### src/rtl/mcp_out_sel.sv
module mcp_out_sel #(
  parameter int NCH     = 16,
  parameter int BBM_CYC = 4,
  localparam int AW     = $clog2(NCH),
  localparam int CW     = $clog2(BBM_CYC + 1)
) (
  input  logic             clk,
  input  logic             rst_n,
  input  logic             strobe,
  input  logic [1:0]       grp_mode,
  input  logic [1:0]       lvl_sel,
  input  logic [AW-1:0]    grp_addr,
  output logic [2*NCH-1:0] ch_level,
  output logic [NCH-1:0]   ch_hiz,
  output logic             busy,
  output logic             sel_err
);

  localparam logic [1:0] LVL_OFFSET = 2'b01;
  localparam logic [1:0] LVL_BAD    = 2'b11;

  logic           strobe_q;
  logic [CW-1:0]  cnt;
  logic [NCH-1:0] pend;
  logic [1:0]     pend_lvl;
  logic [NCH-1:0] grp_hit;

  wire rise        = strobe & ~strobe_q;
  wire accept      = rise && (cnt == '0);
  wire legal       = (lvl_sel != LVL_BAD);
  wire release_now = (cnt == CW'(1));

  assign busy = (cnt != '0);

  for (genvar i = 0; i < NCH; i++) begin : g_hit
    assign grp_hit[i] = (grp_mode == 2'b11) ||
                        ((AW'(i) >> grp_mode) == (grp_addr >> grp_mode));
  end

  always_ff @(posedge clk) begin
    if (!rst_n) begin
      strobe_q <= 1'b0;
      cnt      <= '0;
      pend     <= '0;
      pend_lvl <= LVL_OFFSET;
      ch_hiz   <= '0;
      sel_err  <= 1'b0;
    end else begin
      strobe_q <= strobe;
      if (accept) begin
        if (legal) begin
          cnt      <= CW'(BBM_CYC);
          pend     <= grp_hit;
          pend_lvl <= lvl_sel;
          ch_hiz   <= grp_hit;
          sel_err  <= 1'b0;
        end else begin
          sel_err  <= 1'b1;
        end
      end else if (busy) begin
        cnt <= cnt - CW'(1);
        if (release_now) ch_hiz <= '0;
      end
    end
  end

  for (genvar i = 0; i < NCH; i++) begin : g_lvl
    always_ff @(posedge clk) begin
      if (!rst_n)
        ch_level[2*i +: 2] <= LVL_OFFSET;
      else if (!accept && release_now && pend[i])
        ch_level[2*i +: 2] <= pend_lvl;
    end
  end


  cnt_range_chk: assert property (@(posedge clk) disable iff (!rst_n)
    cnt <= CW'(BBM_CYC));


  hiz_busy_chk: assert property (@(posedge clk) disable iff (!rst_n)
    (|ch_hiz) |-> busy);


  hiz_onset_chk: assert property (@(posedge clk) disable iff (!rst_n)
    (rise && !busy && lvl_sel != LVL_BAD) |=> (ch_hiz != '0) && busy && !sel_err);


  level_hold_chk: assert property (@(posedge clk) disable iff (!rst_n)
    !$stable(ch_level) |-> $fell(busy));


  busy_ignore_chk: assert property (@(posedge clk) disable iff (!rst_n)
    (busy && !release_now) |=> $stable(ch_hiz) && $stable(sel_err));


  illegal_chk: assert property (@(posedge clk) disable iff (!rst_n)
    (rise && !busy && lvl_sel == LVL_BAD) |=> (ch_hiz == '0) && sel_err && !busy);

endmodule

### config.mk
export PLATFORM = sky130hd
export DESIGN_NAME = mcp_out_sel
export DESIGN_NICKNAME = d
export VERILOG_FILES = /design/src/rtl/mcp_out_sel.sv
export SDC_FILE = /design/constraint.sdc
export NUM_CORES = 1
export LEC_CHECK = 0
export ABC_AREA = 1
export BUFFER_PORTS_ARGS = -buffer_cell sky130_fd_sc_hd__buf_2
export CORE_MARGIN = 10
export CORE_UTILIZATION = 40
export CTS_BUF_LIST = sky130_fd_sc_hd__clkbuf_4
export CTS_CLUSTER_SIZE = 25
export DETAILED_ROUTE_END_ITERATION = 10
export PLACE_DENSITY = 0.66
export RECOVER_POWER = 25
export SETUP_SLACK_MARGIN = 0.05
export SYNTH_ARGS = -nofsm -noshare
export SYNTH_HDL_FRONTEND = slang
export SYNTH_SLANG_ARGS = --single-unit
### constraint.sdc
create_clock -name clk -period 2 [get_ports clk]
set_input_delay 0.1 -clock clk [delete_from_list [all_inputs] [get_ports clk]]
set_output_delay 0.1 -clock clk [all_outputs]
set_load 0.005 [all_outputs]
# After elaboration in Yosys (flattened, before gate mapping)
# Cells that the tools add are included.
# word_totals
out_inout_bits	50
mem_count	0
mem_bits_ro	0
register_bits	71
word_cells	112
latch_bits	0
ramBits	0
# classes
n_addsub	1
n_reduce_logical	42
n_div	0
eq_ne	20
shift	17
n_mul	0
order_cmp	0
n_bitwise	2
n_mux	8
# ops
op	n
equality test 4 bit	16
2-to-1 mux 16 bit	4
>> shifter 4 x 2 -> 4 bit (first input constant)	8
logical AND 1 bit	18
logical OR 1 bit	16
>> shifter 3 x 2 -> 4 bit (first input constant)	4
2-to-1 mux 3 bit	3
>> shifter 1 x 2 -> 4 bit (first input constant)	2
>> shifter 2 x 2 -> 4 bit (first input constant)	2
AND reduction 2 bit	2
nonzero test 2 bit	2
>> shifter 4 x 2 -> 4 bit	1
equality test 3 x 1 -> 1 bit (second input constant)	1
zero test 3 bit	1
AND reduction 3 bit	1
nonzero test 3 bit	1
subtractor 3 x 1 -> 3 bit (second input constant)	1
equality test 2 bit (second input constant)	1
!= test 2 x 1 -> 1 bit (second input constant)	1
!= test 2 bit (second input constant)	1
bitwise AND 1 bit	1
zero test 1 bit	1
2-to-1 mux 1 bit	1
NOT 1 bit	1

# Longest topological paths before layout
# Gate-level depths: netlist of the first run.
# logic_depth
depth_word	6
ltp_mapped	12
ltp_nobuf	12

# Worst setup path after synthesis of the first run
# No wires, ideal clock.
# synth_path
kind	flip-flop to flip-flop
from	register cnt[0]
to	register pend[0]
period_less_slack_ns	1.596
required_ns	1.876
path_slack_ns	0.404
arrival_ns	1.472
path_stages_with_launch	11
path_cell_list	dfxtp_1 -> inv_1 -> ha_1 -> nand2_4 -> inv_2 -> nand2_2 -> a21oi_4 -> inv_2 -> nand2_1 -> buf_2 -> o22ai_1
# synth_between
elab_chain_len	3
# synth_lines
element	line	rtl
start, declared	23	logic [CW-1:0] cnt;
start signal, assigned	52	cnt <= CW'(BBM_CYC);
start signal, assigned	61	cnt <= cnt - CW'(1);
zero test 3 bit	29	wire accept = rise && (cnt == '0);
logical AND 1 bit	29	
AND reduction 2 bit (no line)	-	
end signal, assigned	53	pend <= grp_hit;
end, declared	24	logic [NCH-1:0] pend;
# Every way passes these cells.
# A chain may end at the register's enable or synchronous reset.

# Final worst setup path of the first run
# layout_path
from	register cnt[0]
to	register ch_hiz[13]
# layout_between
elab_chain_len	4
word_cells_on_any_way	9
# layout_lines
element	line	rtl
zero test 3 bit	29	
logical AND 1 bit	29	
!= test 2 x 1 -> 1 bit (no line) / nonzero test 2 bit (equally long branches)	-	
AND reduction 3 bit (no line)	-	
end signal, assigned	55	ch_hiz <= grp_hit;
end, declared	14	output logic [NCH-1:0] ch_hiz,
# Parallel ways exist; a longest one is shown, timed or not.

==> results of run 1 <==
-- layer usage --
metal / global-route usage (%) / vias to the layer above / wire (um)
met3: 4.38 / 14 / 463
met2: 21.2 / 76 / 3560
met5: 0 / - / 0
met1: 16.4 / 1332 / 4010
met4: 5.35 / 0 / 164
li1: - / 1598 / -
-- through the flow --
stage / setup WS (ns) / cells / hold slack [ns]
6_report: 0.215 / 640 / 0.283
5_1_grt: 0.0588 / 640 / 0.301
4_1_cts: 0.189 / 639 / 0.267
3_5_place_dp: 0.209 / 620 / 0.312
3_3_place_gp: 0.292 / 620 / 0.309
2_1_floorplan: 0.404 / 469 / 0.193
-- cell type report --
cell class / count / area, um2
inverters: 58 / 218
fillers: 836 / 4060
clock inverters: 4 / 23.8
clock buffers: 11 / 82.6
well taps: 102 / 128
flip-flops and latches: 71 / 1420
repair buffers: 69 / 340
multi-input cells: 325 / 1570
-- repair_timing --
action	4_1_cts	5_1_grt
hold endpoints to repair	3	0
gates resized for setup	0	2
setup endpoints to repair	0	5
buffers inserted	0	0
hold buffers	4	0
-- power breakdown --
part / switching (mW) / leakage [nW] / total (mW) / internal (mW)
registers: 0.104 / 0.576 / 1.65 / 1.55
clock network: 0.501 / 0.0564 / 0.771 / 0.271
logic: 0.631 / 1.15 / 0.964 / 0.333
-- cells in the final DEF (no fill, tap or decap), types with 2 or more instances in the layout --
master | synthesis | layout
sky130_fd_sc_hd__nand2_1 | 140 | 139
sky130_fd_sc_hd__dfxtp_1 | 71 | 71
sky130_fd_sc_hd__inv_1 | 49 | 49
sky130_fd_sc_hd__nor2_1 | 50 | 49
sky130_fd_sc_hd__nand3_1 | 49 | 49
sky130_fd_sc_hd__buf_2 | 3 | 30
sky130_fd_sc_hd__o21ai_0 | 27 | 27
sky130_fd_sc_hd__clkbuf_1 | 10 | 27
sky130_fd_sc_hd__a21oi_1 | 17 | 17
sky130_fd_sc_hd__clkbuf_4 | 0 | 11
sky130_fd_sc_hd__ha_1 | 9 | 9
sky130_fd_sc_hd__inv_2 | 8 | 8
sky130_fd_sc_hd__nand2_2 | 4 | 5
sky130_fd_sc_hd__o21ai_1 | 5 | 5
sky130_fd_sc_hd__buf_4 | 2 | 5
sky130_fd_sc_hd__dlygate4sd3_1 | 0 | 4
sky130_fd_sc_hd__nand3_2 | 3 | 3
sky130_fd_sc_hd__nor2_2 | 1 | 3
sky130_fd_sc_hd__buf_1 | 0 | 3
sky130_fd_sc_hd__nand2_4 | 2 | 2
sky130_fd_sc_hd__nor2_4 | 2 | 2
sky130_fd_sc_hd__xor2_1 | 2 | 2
sky130_fd_sc_hd__clkinv_1 | 1 | 2
sky130_fd_sc_hd__nor3_1 | 2 | 2
sky130_fd_sc_hd__or2_2 | 2 | 2
sky130_fd_sc_hd__clkinvlp_4 | 0 | 2
-- worst max path at each step --
stage,slack [ns],depth (start not counted),from,endpoint
after floorplan,0.40,10,cnt[0]$_SDFFE_PN0P_,pend[0]$_SDFFE_PN0P_
after global placement,0.29,10,cnt[0]$_SDFFE_PN0P_,pend[15]$_SDFFE_PN0P_
after detailed placement,0.21,9,cnt[0]$_SDFFE_PN0P_,pend[12]$_SDFFE_PN0P_
after CTS,0.19,10,cnt[0]$_SDFFE_PN0P_,ch_hiz[13]$_SDFFE_PN0P_
after global routing,0.06,10,cnt[0]$_SDFFE_PN0P_,ch_hiz[12]$_SDFFE_PN0P_
final,0.21,10,cnt[0]$_SDFFE_PN0P_,ch_hiz[13]$_SDFFE_PN0P_
-- flip-flops by register name, summed over array words and instances (netlist names) --
name	cells
cnt	3
ch_hiz	16
pend	16
sel_err	1
pend_lvl	2
ch_level	32
strobe_q	1
-- critical path: cells and delay by family, from the launching register on --
kind | cells | cell delay (ns)
compound gates | 2 | 0.53
simple gates | 4 | 0.37
flops | 1 | 0.33
buf+inv | 3 | 0.28
fa+ha+maj | 1 | 0.21
-- cells by family after synthesis --
group / Yosys count / synth area share [%]
AND/OR/NAND/NOR: 257 / 33.9
buffers and inverters: 74 / 9.05
flip-flops: 71 / 43.4
AO/OA/AOI/OAI: 56 / 9.70
adder cells (fa/ha/maj): 9 / 3.44
XOR/XNOR: 2 / 0.534
==> impl_metrics.prom, run 1 <==
# TYPE chip_impl_metric gauge
chip_impl_info{name="critical_path.startpoint_type",value="register"} 1
chip_impl_info{name="worst_r2r_endpoint",value="ch_hiz[13]$_SDFFE_PN0P_"} 1
chip_impl_metric{name="rr_worst_depth",unit=""} 10
chip_impl_metric{name="number_of_storage_elements_in_the_synthesis_netlist",unit=""} 71
chip_impl_info{name="run_status",value="finished, final reports clean"} 1
chip_impl_metric{name="setup.reg_to_reg.worst_slack",unit="ns"} 0.21
chip_impl_metric{name="grt_max_degree",unit=""} 35
chip_impl_metric{name="p_leak",unit="nW"} 1.78
chip_impl_metric{name="routed_wire_length_per_instance",unit="um"} 12.8
chip_impl_metric{name="detail_route.vias_per_cell",unit=""} 4.72
chip_impl_metric{name="fraction_of_layout_cells_with_a_size_suffix_above_1",unit="%"} 14.3
chip_impl_metric{name="initial_core_util",unit="%"} 41.8
chip_impl_metric{name="grt_antenna_before_repair",unit=""} 0
chip_impl_metric{name="row_count",unit=""} 32
chip_impl_info{name="most_frequent_cell_on_the_critical_path",value="sky130_fd_sc_hd__inv_2"} 1
chip_impl_info{name="worstHoldEndpoint",value="ch_hiz[10]$_SDFFE_PN0P_"} 1
chip_impl_metric{name="maxSlewViolCount",unit=""} 0
chip_impl_metric{name="global_route_wire_length_before_repair",unit="um"} 14000
chip_impl_metric{name="tns",unit="ns"} 0
chip_impl_metric{name="timing.clock.skew",unit="ns"} 0.0144
chip_impl_info{name="timing.setup.critical_path_class",value="register to register"} 1
chip_impl_info{name="crit_path_end_kind",value="register"} 1
chip_impl_metric{name="later_pin_clock_latency_in_the_skew_report",unit="ns"} 0.42
chip_impl_info{name="critical_path.cell_chain",value="inv_1 -> ha_1 -> nand2_4 -> inv_2 -> nand2_2 -> nand3_2 -> inv_2 -> o22ai_4 -> nand2_1 -> a21oi_1"} 1
chip_impl_metric{name="routabilityCongestion",unit=""} 0.895
chip_impl_metric{name="synthToLayoutAreaGrowth",unit="%"} 15.5
chip_impl_metric{name="ir_drop",unit="uV"} 444
chip_impl_metric{name="final_cell_area",unit="um2"} 3780
chip_impl_metric{name="highest_net_fanout_along_the_worst_path",unit=""} 16
chip_impl_info{name="worstHoldPathType",value="primary input to register"} 1
chip_impl_metric{name="cts.htree.levels",unit=""} 3
chip_impl_metric{name="power",unit="mW"} 3.39
chip_impl_info{name="netlist_top_cells_area",value="sky130_fd_sc_hd__dfxtp_1 43%, sky130_fd_sc_hd__nand2_1 16%, sky130_fd_sc_hd__nand3_1 7.5%"} 1
chip_impl_metric{name="drv_cap",unit=""} 0
chip_impl_metric{name="global_route.usage.total",unit="%"} 13.4
chip_impl_metric{name="period_share",unit="%"} 89.3
chip_impl_metric{name="synthesis.area",unit="um2"} 3280
chip_impl_metric{name="final_net_count",unit=""} 554
chip_impl_metric{name="timing.fmax",unit="MHz"} 560
chip_impl_metric{name="detailed_route_wl",unit="um"} 8190
chip_impl_metric{name="synthesis.nets",unit=""} 489
chip_impl_metric{name="yosysWarningCount",unit=""} 0
chip_impl_info{name="synthMostInstantiatedCell",value="sky130_fd_sc_hd__nand2_1"} 1
chip_impl_metric{name="place.detailed.hpwl",unit="um"} 6080
chip_impl_metric{name="synth_edf_count",unit=""} 0
chip_impl_metric{name="critical-path-max-stage-delay",unit="ns"} 0.37
chip_impl_info{name="dominantRegCellSynth",value="sky130_fd_sc_hd__dfxtp_1"} 1
chip_impl_metric{name="buffer_ports.inserted",unit=""} 60
chip_impl_metric{name="synthesis.instances",unit=""} 469
chip_impl_metric{name="worst-slew-pin-transition",unit="ns"} 0.697
chip_impl_metric{name="die_x",unit="um"} 111
chip_impl_metric{name="clkSlewWorstSetupHoldPaths",unit="ns"} 0.11
chip_impl_info{name="rr_startpoint",value="cnt[0]$_SDFFE_PN0P_"} 1
chip_impl_info{name="synth.cells.most_frequent",value="140 x sky130_fd_sc_hd__nand2_1, 71 x sky130_fd_sc_hd__dfxtp_1, 50 x sky130_fd_sc_hd__nor2_1"} 1
chip_impl_metric{name="setup_viol_count_final",unit=""} 0
chip_impl_metric{name="drtPass1Iterations",unit=""} 5
chip_impl_metric{name="die-area",unit="um2"} 12200
chip_impl_metric{name="hold_viol_final",unit=""} 0
chip_impl_metric{name="die_h",unit="um"} 111
chip_impl_metric{name="slew_headroom",unit="%"} 53.5
chip_impl_metric{name="synth_sequential_area_ratio",unit="%"} 43.4
chip_impl_info{name="tritoncts",value="built"} 1
chip_impl_metric{name="clock_buffers_created_by_tritoncts",unit=""} 9
chip_impl_metric{name="dr.first_iter.drc_count",unit=""} 115
chip_impl_metric{name="dpl-instance-area",unit="um2"} 3660
chip_impl_info{name="clk_root_buffer_cell",value="sky130_fd_sc_hd__clkbuf_4"} 1
chip_impl_info{name="unrepaired_setup_endpoints_after_global_routing",value="no"} 1
chip_impl_metric{name="timing.critical_path.arrival",unit="ns"} 2.14
chip_impl_metric{name="drc",unit=""} 0
chip_impl_metric{name="max-clock-path-buffers",unit=""} 2
chip_impl_metric{name="core-area",unit="um2"} 7850
chip_impl_metric{name="top_level_ports",unit=""} 61
chip_impl_info{name="synthDominantAreaCellType",value="sky130_fd_sc_hd__dfxtp_1"} 1
chip_impl_metric{name="timing.critical_path.required",unit="ns"} 2.36
chip_impl_metric{name="syn_area_per_cell",unit="um2"} 6.99
chip_impl_metric{name="ys_types",unit=""} 32
chip_impl_metric{name="finalCoreUtilization",unit="%"} 48.2
chip_impl_metric{name="antenna_cells_inserted",unit=""} 0
chip_impl_metric{name="timing.final.crit_period",unit="ns"} 1.79
chip_impl_metric{name="fraction_of_synthesis_flops_using_an_asynchronous_set_or_reset_pin",unit="%"} 0
chip_impl_metric{name="cts_num_sinks",unit=""} 71
chip_impl_metric{name="power.density_cell_area",unit="nW/um2"} 894
chip_impl_metric{name="synth.top_cell.area_share",unit="%"} 43.4
chip_impl_metric{name="min_path_cells",unit=""} 7
chip_impl_info{name="hold_path.startpoint",value="grp_mode[0]"} 1
chip_impl_metric{name="grt_pass1_vias",unit=""} 2972
chip_impl_metric{name="num_vias",unit=""} 3020
chip_impl_metric{name="route.antenna.remaining_nets",unit=""} 0
chip_impl_metric{name="globalRouteOverflowTotal",unit=""} 0
chip_impl_info{name="crit_slowest_cell",value="sky130_fd_sc_hd__o22ai_4"} 1
(Power assumes the default switching activity.)
==> run 2, diff against run 1 <==
--- a/config.mk
+++ b/config.mk
@@ -12,7 +12,6 @@
 export CTS_BUF_LIST = sky130_fd_sc_hd__clkbuf_4
 export CTS_CLUSTER_SIZE = 25
 export DETAILED_ROUTE_END_ITERATION = 10
-export PLACE_DENSITY = 0.66
 export RECOVER_POWER = 25
 export SETUP_SLACK_MARGIN = 0.05
 export SYNTH_ARGS = -nofsm -noshare
==> constraint.sdc (replaced) <==
create_clock -name clk -period 1.5 [get_ports clk]
set_input_delay 0.075 -clock clk [delete_from_list [all_inputs] [get_ports clk]]
set_output_delay 0.075 -clock clk [all_outputs]
set_load 0.005 [all_outputs]
==> impl_metrics.prom, run 2 (synthesis gave the netlist of run 1 again) <==
# TYPE chip_impl_metric gauge
chip_impl_metric{name="num_vias",unit=""} 3294
chip_impl_metric{name="worst-slew-pin-transition",unit="ns"} 0.342
chip_impl_metric{name="fin_ws",unit="ns"} -0.00274
chip_impl_metric{name="cts.htree.levels",unit=""} 3
chip_impl_metric{name="row_count",unit=""} 32
chip_impl_metric{name="clock_buffers_created_by_tritoncts",unit=""} 9
chip_impl_info{name="worstHoldPathType",value="primary input to register"} 1
chip_impl_metric{name="ir_drop",unit="uV"} 853
chip_impl_metric{name="power.density_cell_area",unit="nW/um2"} 1300
chip_impl_metric{name="slew_headroom",unit="%"} 77.1
chip_impl_info{name="tritoncts",value="built"} 1
chip_impl_metric{name="period_share",unit="%"} 100
chip_impl_metric{name="synthToLayoutAreaGrowth",unit="%"} 39.3
chip_impl_metric{name="die_h",unit="um"} 111
chip_impl_info{name="layout_commonest_cell",value="sky130_fd_sc_hd__nand2_1"} 1
chip_impl_metric{name="route.antenna.remaining_nets",unit=""} 0
chip_impl_metric{name="globalRouteOverflowTotal",unit=""} 0
chip_impl_info{name="unrepaired_setup_endpoints_after_global_routing",value="yes"} 1
chip_impl_metric{name="drv_cap",unit=""} 0
chip_impl_metric{name="routabilityCongestion",unit=""} 0.806
chip_impl_metric{name="die_x",unit="um"} 111
chip_impl_metric{name="finalCoreUtilization",unit="%"} 58.2
chip_impl_metric{name="p_leak",unit="nW"} 2.18
chip_impl_metric{name="maxSlewViolCount",unit=""} 0
chip_impl_info{name="critical_path.startpoint_type",value="register"} 1
chip_impl_metric{name="clkSlewWorstSetupHoldPaths",unit="ns"} 0.13
chip_impl_metric{name="timing.critical_path.required",unit="ns"} 1.84
chip_impl_info{name="violations",value="negative setup slack"} 1
chip_impl_metric{name="dp_worst_setup_slack",unit="ns"} -0.165
chip_impl_info{name="critical_path.cell_chain",value="inv_2 -> ha_4 -> nand2_4 -> inv_4 -> nand2_4 -> a21oi_4 -> buf_6 -> o22ai_4 -> buf_12 -> nand3_1 -> o21ai_2"} 1
chip_impl_info{name="crit_path_end_kind",value="register"} 1
chip_impl_metric{name="max-clock-path-buffers",unit=""} 2
chip_impl_metric{name="timing.clock.skew",unit="ns"} 0.0108
chip_impl_metric{name="dr.first_iter.drc_count",unit=""} 169
chip_impl_metric{name="highest_net_fanout_along_the_worst_path",unit=""} 16
chip_impl_metric{name="final_net_count",unit=""} 582
chip_impl_info{name="most_frequent_cell_on_the_critical_path",value="sky130_fd_sc_hd__nand2_4"} 1
chip_impl_metric{name="largest_reg_flops",unit=""} 32
chip_impl_metric{name="cts_num_sinks",unit=""} 71
chip_impl_info{name="run_status",value="finished, violations left"} 1
chip_impl_metric{name="antenna_cells_inserted",unit=""} 0
chip_impl_metric{name="detail_route.vias_per_cell",unit=""} 4.92
chip_impl_metric{name="tns",unit="ns"} -0.00274
chip_impl_metric{name="initial_core_util",unit="%"} 41.8
chip_impl_info{name="clk_root_buffer_cell",value="sky130_fd_sc_hd__clkbuf_4"} 1
chip_impl_metric{name="buffer_ports.inserted",unit=""} 60
chip_impl_metric{name="global_route_wire_length_before_repair",unit="um"} 14700
chip_impl_metric{name="setup_viol_count_final",unit=""} 1
chip_impl_info{name="timing.setup.critical_path_class",value="register to register"} 1
chip_impl_metric{name="grt_pass1_vias",unit=""} 3149
chip_impl_metric{name="hold_viol_final",unit=""} 0
chip_impl_metric{name="grt_antenna_before_repair",unit=""} 0
chip_impl_metric{name="global_route.usage.total",unit="%"} 14.0
chip_impl_metric{name="place.detailed.hpwl",unit="um"} 6370
chip_impl_metric{name="timing.fmax",unit="MHz"} 665
chip_impl_metric{name="critical-path-max-stage-delay",unit="ns"} 0.34
chip_impl_metric{name="fraction_of_layout_cells_with_a_size_suffix_above_1",unit="%"} 36.0
chip_impl_info{name="crit_slowest_cell",value="sky130_fd_sc_hd__dfxtp_2"} 1
chip_impl_metric{name="later_pin_clock_latency_in_the_skew_report",unit="ns"} 0.43
chip_impl_info{name="most-common-layout-cells",value="113 x sky130_fd_sc_hd__nand2_1, 69 x sky130_fd_sc_hd__dfxtp_1, 45 x sky130_fd_sc_hd__buf_2"} 1
chip_impl_info{name="largest-register",value="ch_level"} 1
chip_impl_metric{name="grt_max_degree",unit=""} 32
chip_impl_metric{name="timing.critical_path.arrival",unit="ns"} 1.84
chip_impl_metric{name="top_level_ports",unit=""} 61
chip_impl_metric{name="detailed_route_wl",unit="um"} 9070
chip_impl_info{name="largestRegisters",value="ch_level x32, ch_hiz x16, pend x16"} 1
chip_impl_metric{name="power",unit="mW"} 5.96
chip_impl_metric{name="timing.final.crit_period",unit="ns"} 1.50
chip_impl_metric{name="die-area",unit="um2"} 12200
chip_impl_metric{name="drc",unit=""} 0
chip_impl_metric{name="drtPass1Iterations",unit=""} 6
chip_impl_metric{name="final_cell_area",unit="um2"} 4570
chip_impl_metric{name="core-area",unit="um2"} 7850
chip_impl_metric{name="routed_wire_length_per_instance",unit="um"} 13.6
chip_impl_metric{name="dpl-instance-area",unit="um2"} 3910
run 2: changes by cell type in the layout (fill, tap and decap cells not counted), moves of 11 or more:
| cell | previous run | this run |
|---|---|---|
| sky130_fd_sc_hd__nor2_4 | 2 | 13 |
| sky130_fd_sc_hd__nor2_1 | 49 | 34 |
| sky130_fd_sc_hd__nand2_1 | 139 | 113 |
| sky130_fd_sc_hd__buf_4 | 5 | 22 |
| sky130_fd_sc_hd__o21ai_0 | 27 | 16 |
| sky130_fd_sc_hd__inv_1 | 49 | 35 |
| sky130_fd_sc_hd__nand2_4 | 2 | 15 |
| sky130_fd_sc_hd__nand2_2 | 5 | 17 |
| sky130_fd_sc_hd__buf_2 | 30 | 45 |
| sky130_fd_sc_hd__clkbuf_1 | 27 | 15 |
run 2: repair_timing:
| item | CTS | global route |
|---|---|---|
| hold endpoints to repair | 3 | 0 |
| pin swaps | 2 | 6 |
| buffers inserted | 6 | 4 |
| hold buffers | 3 | 0 |
| resized for setup | 12 | 95 |
| gates cloned | 1 | 1 |
| setup endpoints to repair | 53 | 71 |
run 2: worst paths after layout:
check | startpoint | depth (start not counted) | endpoint | slack, ns
max reg2reg | cnt[1]$_SDFFE_PN0P_ | 11 | ch_hiz[0]$_SDFFE_PN0P_ | -0.003
min reg2reg | ch_level[20]$_SDFFE_PN1P_ | 2 | ch_level[20]$_SDFFE_PN1P_ | 0.47
min | rst_n | 3 | cnt[1]$_SDFFE_PN0P_ | 0.03
max | cnt[1]$_SDFFE_PN0P_ | 11 | ch_hiz[0]$_SDFFE_PN0P_ | -0.003
run 2: power by group:
part           switching (mW)  internal [mW]  total, mW
sequential             0.0986           2.07       2.17
clock                   0.752          0.695       1.45
combinational            1.33           1.02       2.34
total                    2.18           3.78       5.96
run 2: through the flow:
stage	hold slack (ns)	cells
after floorplan	0.168	469
after global placement	0.271	639
after detailed placement	0.278	639
after CTS	0.0175	665
after global routing	0.0340	669
final	0.0313	669
run 2: layout make-up:
class,instances,area (um2)
clock buffer,9,67.6
sequential,71,1420
multi-input combinational,324,1930
clock inverter,7,103
inverter,58,228
tap,102,128
fill,734,3280
timing repair buffer,98,686
run 2: routing by layer:
metal | GRT usage, % | wire length [um] | vias to the layer above
met5 | 0 | 0 | -
met4 | 4.75 | 204 | 0
met2 | 22.4 | 4280 | 105
met3 | 4.65 | 541 | 25
li1 | - | - | 1668
met1 | 17.1 | 4040 | 1496
run 2: critical path, delay by kind of cell, from the launching register on:
family	cells	cell delay [ns]
compound gates	3	0.30
buf+inv	4	0.42
flops	1	0.34
fa+ha+maj	1	0.14
simple gates	3	0.20
==> run 3, diff against run 2 <==
--- a/config.mk
+++ b/config.mk
@@ -7,6 +7,7 @@
 export LEC_CHECK = 0
 export ABC_AREA = 1
 export BUFFER_PORTS_ARGS = -buffer_cell sky130_fd_sc_hd__buf_2
+export CORE_ASPECT_RATIO = 1.4
 export CORE_MARGIN = 10
 export CORE_UTILIZATION = 40
 export CTS_BUF_LIST = sky130_fd_sc_hd__clkbuf_4
==> impl_metrics.prom, run 3 (synthesis gave the netlist of run 1 again) <==
# TYPE chip_impl_metric gauge
chip_impl_metric{name="route.antenna.remaining_nets",unit=""} 0
chip_impl_metric{name="drv_cap",unit=""} 0
chip_impl_info{name="most-common-layout-cells",value="128 x sky130_fd_sc_hd__nand2_1, 69 x sky130_fd_sc_hd__dfxtp_1, 54 x sky130_fd_sc_hd__buf_2"} 1
chip_impl_info{name="worstHoldPathType",value="primary input to register"} 1
chip_impl_metric{name="period_share",unit="%"} 100
chip_impl_metric{name="power.density_cell_area",unit="nW/um2"} 1210
chip_impl_metric{name="later_pin_clock_latency_in_the_skew_report",unit="ns"} 0.41
chip_impl_info{name="critical_path.startpoint_type",value="register"} 1
chip_impl_metric{name="timing.clock.skew",unit="ns"} 0.00580
chip_impl_metric{name="routabilityCongestion",unit=""} 0.822
chip_impl_metric{name="core-area",unit="um2"} 8100
chip_impl_metric{name="grt_antenna_before_repair",unit=""} 1
chip_impl_metric{name="clkSlewWorstSetupHoldPaths",unit="ns"} 0.10
chip_impl_metric{name="setup_viol_count_final",unit=""} 2
chip_impl_metric{name="buffer_ports.inserted",unit=""} 60
chip_impl_metric{name="grt_max_degree",unit=""} 41
chip_impl_metric{name="final_net_count",unit=""} 577
chip_impl_info{name="tritoncts",value="built"} 1
chip_impl_metric{name="worst-slew-pin-transition",unit="ns"} 0.429
chip_impl_metric{name="maxSlewViolCount",unit=""} 0
chip_impl_metric{name="power",unit="mW"} 5.16
chip_impl_metric{name="largest_reg_flops",unit=""} 32
chip_impl_metric{name="cts.htree.levels",unit=""} 3
chip_impl_metric{name="timing.critical_path.required",unit="ns"} 1.83
chip_impl_info{name="violations",value="negative setup slack"} 1
chip_impl_metric{name="die_x",unit="um"} 96.5
chip_impl_metric{name="die-area",unit="um2"} 12300
chip_impl_metric{name="cts_num_sinks",unit=""} 71
chip_impl_metric{name="fraction_of_layout_cells_with_a_size_suffix_above_1",unit="%"} 32.3
chip_impl_info{name="crit_path_end_kind",value="register"} 1
chip_impl_metric{name="row_count",unit=""} 39
chip_impl_info{name="critical-path-top-delay-family",value="compound AO/OA/AOI/OAI gates"} 1
chip_impl_metric{name="hold_viol_final",unit=""} 0
chip_impl_info{name="run_status",value="finished, violations left"} 1
chip_impl_metric{name="globalRouteOverflowTotal",unit=""} 0
chip_impl_metric{name="timing.fmax",unit="MHz"} 666
chip_impl_metric{name="grt_pass1_vias",unit=""} 2903
chip_impl_metric{name="dr.first_iter.drc_count",unit=""} 130
chip_impl_metric{name="detail_route.vias_per_cell",unit=""} 4.69
chip_impl_info{name="unrepaired_setup_endpoints_after_global_routing",value="yes"} 1
chip_impl_info{name="layout_commonest_cell",value="sky130_fd_sc_hd__nand2_1"} 1
chip_impl_metric{name="highest_net_fanout_along_the_worst_path",unit=""} 11
chip_impl_metric{name="top_level_ports",unit=""} 61
chip_impl_metric{name="initial_core_util",unit="%"} 40.5
chip_impl_info{name="critical_path.cell_chain",value="inv_2 -> ha_4 -> nand2_4 -> inv_4 -> nand2_4 -> a21oi_4 -> buf_4 -> nor2_2 -> a311oi_1"} 1
chip_impl_metric{name="critical-path-max-stage-delay",unit="ns"} 0.34
chip_impl_metric{name="p_leak",unit="nW"} 2.00
chip_impl_metric{name="place.detailed.hpwl",unit="um"} 6220
chip_impl_metric{name="worstPathBufferInverterCount",unit=""} 3
chip_impl_metric{name="clock_buffers_created_by_tritoncts",unit=""} 9
chip_impl_info{name="largest-register",value="ch_level"} 1
chip_impl_metric{name="drc",unit=""} 0
chip_impl_metric{name="timing.final.crit_period",unit="ns"} 1.50
chip_impl_metric{name="ir_drop",unit="uV"} 569
chip_impl_metric{name="num_vias",unit=""} 3114
chip_impl_metric{name="drtPass1Iterations",unit=""} 6
chip_impl_info{name="most_frequent_cell_on_the_critical_path",value="sky130_fd_sc_hd__nand2_4"} 1
chip_impl_info{name="clk_root_buffer_cell",value="sky130_fd_sc_hd__clkbuf_4"} 1
chip_impl_metric{name="slew_headroom",unit="%"} 71.4
chip_impl_metric{name="global_route.usage.total",unit="%"} 13.9
chip_impl_metric{name="synthToLayoutAreaGrowth",unit="%"} 29.8
chip_impl_metric{name="max-clock-path-buffers",unit=""} 2
chip_impl_metric{name="detailed_route_wl",unit="um"} 8320
chip_impl_metric{name="timing.critical_path.arrival",unit="ns"} 1.83
chip_impl_metric{name="dpl-instance-area",unit="um2"} 3890
chip_impl_metric{name="routed_wire_length_per_instance",unit="um"} 12.5
chip_impl_info{name="timing.setup.critical_path_class",value="register to register"} 1
chip_impl_metric{name="global_route_wire_length_before_repair",unit="um"} 13900
chip_impl_metric{name="fin_ws",unit="ns"} -0.00118
chip_impl_info{name="crit_slowest_cell",value="sky130_fd_sc_hd__dfxtp_2"} 1
chip_impl_metric{name="die_h",unit="um"} 127
chip_impl_info{name="largestRegisters",value="ch_level x32, ch_hiz x16, pend x16"} 1
chip_impl_metric{name="final_cell_area",unit="um2"} 4260
==> run 3: layout make-up <==
class                           count  area [um2]
Sequential cell                    71        1420
Clock inverter                      2        8.76
Inverter                           58         230
Tap cell                          102         128
Multi-Input combinational cell    324        1770
Clock buffer                       13        97.6
Fill cell                         833        3840
Timing Repair Buffer               93         596
Antenna cell                        1        2.50
==> run 3: repair_timing <==
| item | CTS | global route |
|---|---|---|
| endpoints found under the setup margin | 56 | 64 |
| resized for setup | 13 | 53 |
| endpoints found under the hold margin | 6 | 0 |
| cloned | 0 | 0 |
| buffers inserted | 3 | 2 |
| pin swaps | 4 | 1 |
| hold buffers | 4 | 0 |
==> run 3: path summary, 6_finish.rpt <==
check	start	to	slack, ns	cells past startpoint
max	cnt[0]$_SDFFE_PN0P_	cnt[2]$_SDFFE_PN0P_	-0.001	9
min	grp_mode[0]	ch_hiz[10]$_SDFFE_PN0P_	0.30	8
max reg2reg	cnt[0]$_SDFFE_PN0P_	cnt[2]$_SDFFE_PN0P_	-0.001	9
min reg2reg	ch_level[2]$_SDFFE_PN1P_	ch_level[2]$_SDFFE_PN1P_	0.46	2
==> run 3: worst reg2reg max path, cell delays in order, from the launching register on <==
cell	delay (ns)
sky130_fd_sc_hd__dfxtp_2	0.34
sky130_fd_sc_hd__inv_2	0.07
sky130_fd_sc_hd__ha_4	0.14
sky130_fd_sc_hd__nand2_4	0.05
sky130_fd_sc_hd__inv_4	0.06
sky130_fd_sc_hd__nand2_4	0.06
sky130_fd_sc_hd__a21oi_4	0.21
sky130_fd_sc_hd__buf_4	0.23
sky130_fd_sc_hd__nor2_2	0.07
sky130_fd_sc_hd__a311oi_1	0.19
==> run 3: power breakdown <==
part,internal [mW],switching [mW]
Clock,0.401,0.612
Sequential,2.07,0.0922
Combinational,0.807,1.18
==> run 3: per-layer routing <==
metal	up-vias	routed length (um)	global-route usage (%)
li1	1655	-	-
met1	1373	3600	17.0
met2	70	4090	22.3
met3	16	458	3.05
met4	0	180	6.35
met5	-	0	0
==> run 3: stage by stage <==
stage	setup slack [ns]	setup TNS, ns	hold WS (ns)	utilization, %	instances
2_1_floorplan	0.0245	0	0.168	-	469
3_3_place_gp	-0.0977	-0.582	0.270	48.1	639
3_5_place_dp	-0.138	-1.25	0.276	48.1	639
4_1_cts	0.0131	0	0.271	50.7	661
5_1_grt	-0.0877	-2.27	0.370	52.5	664
6_report	-0.00118	-0.00227	0.299	52.5	664
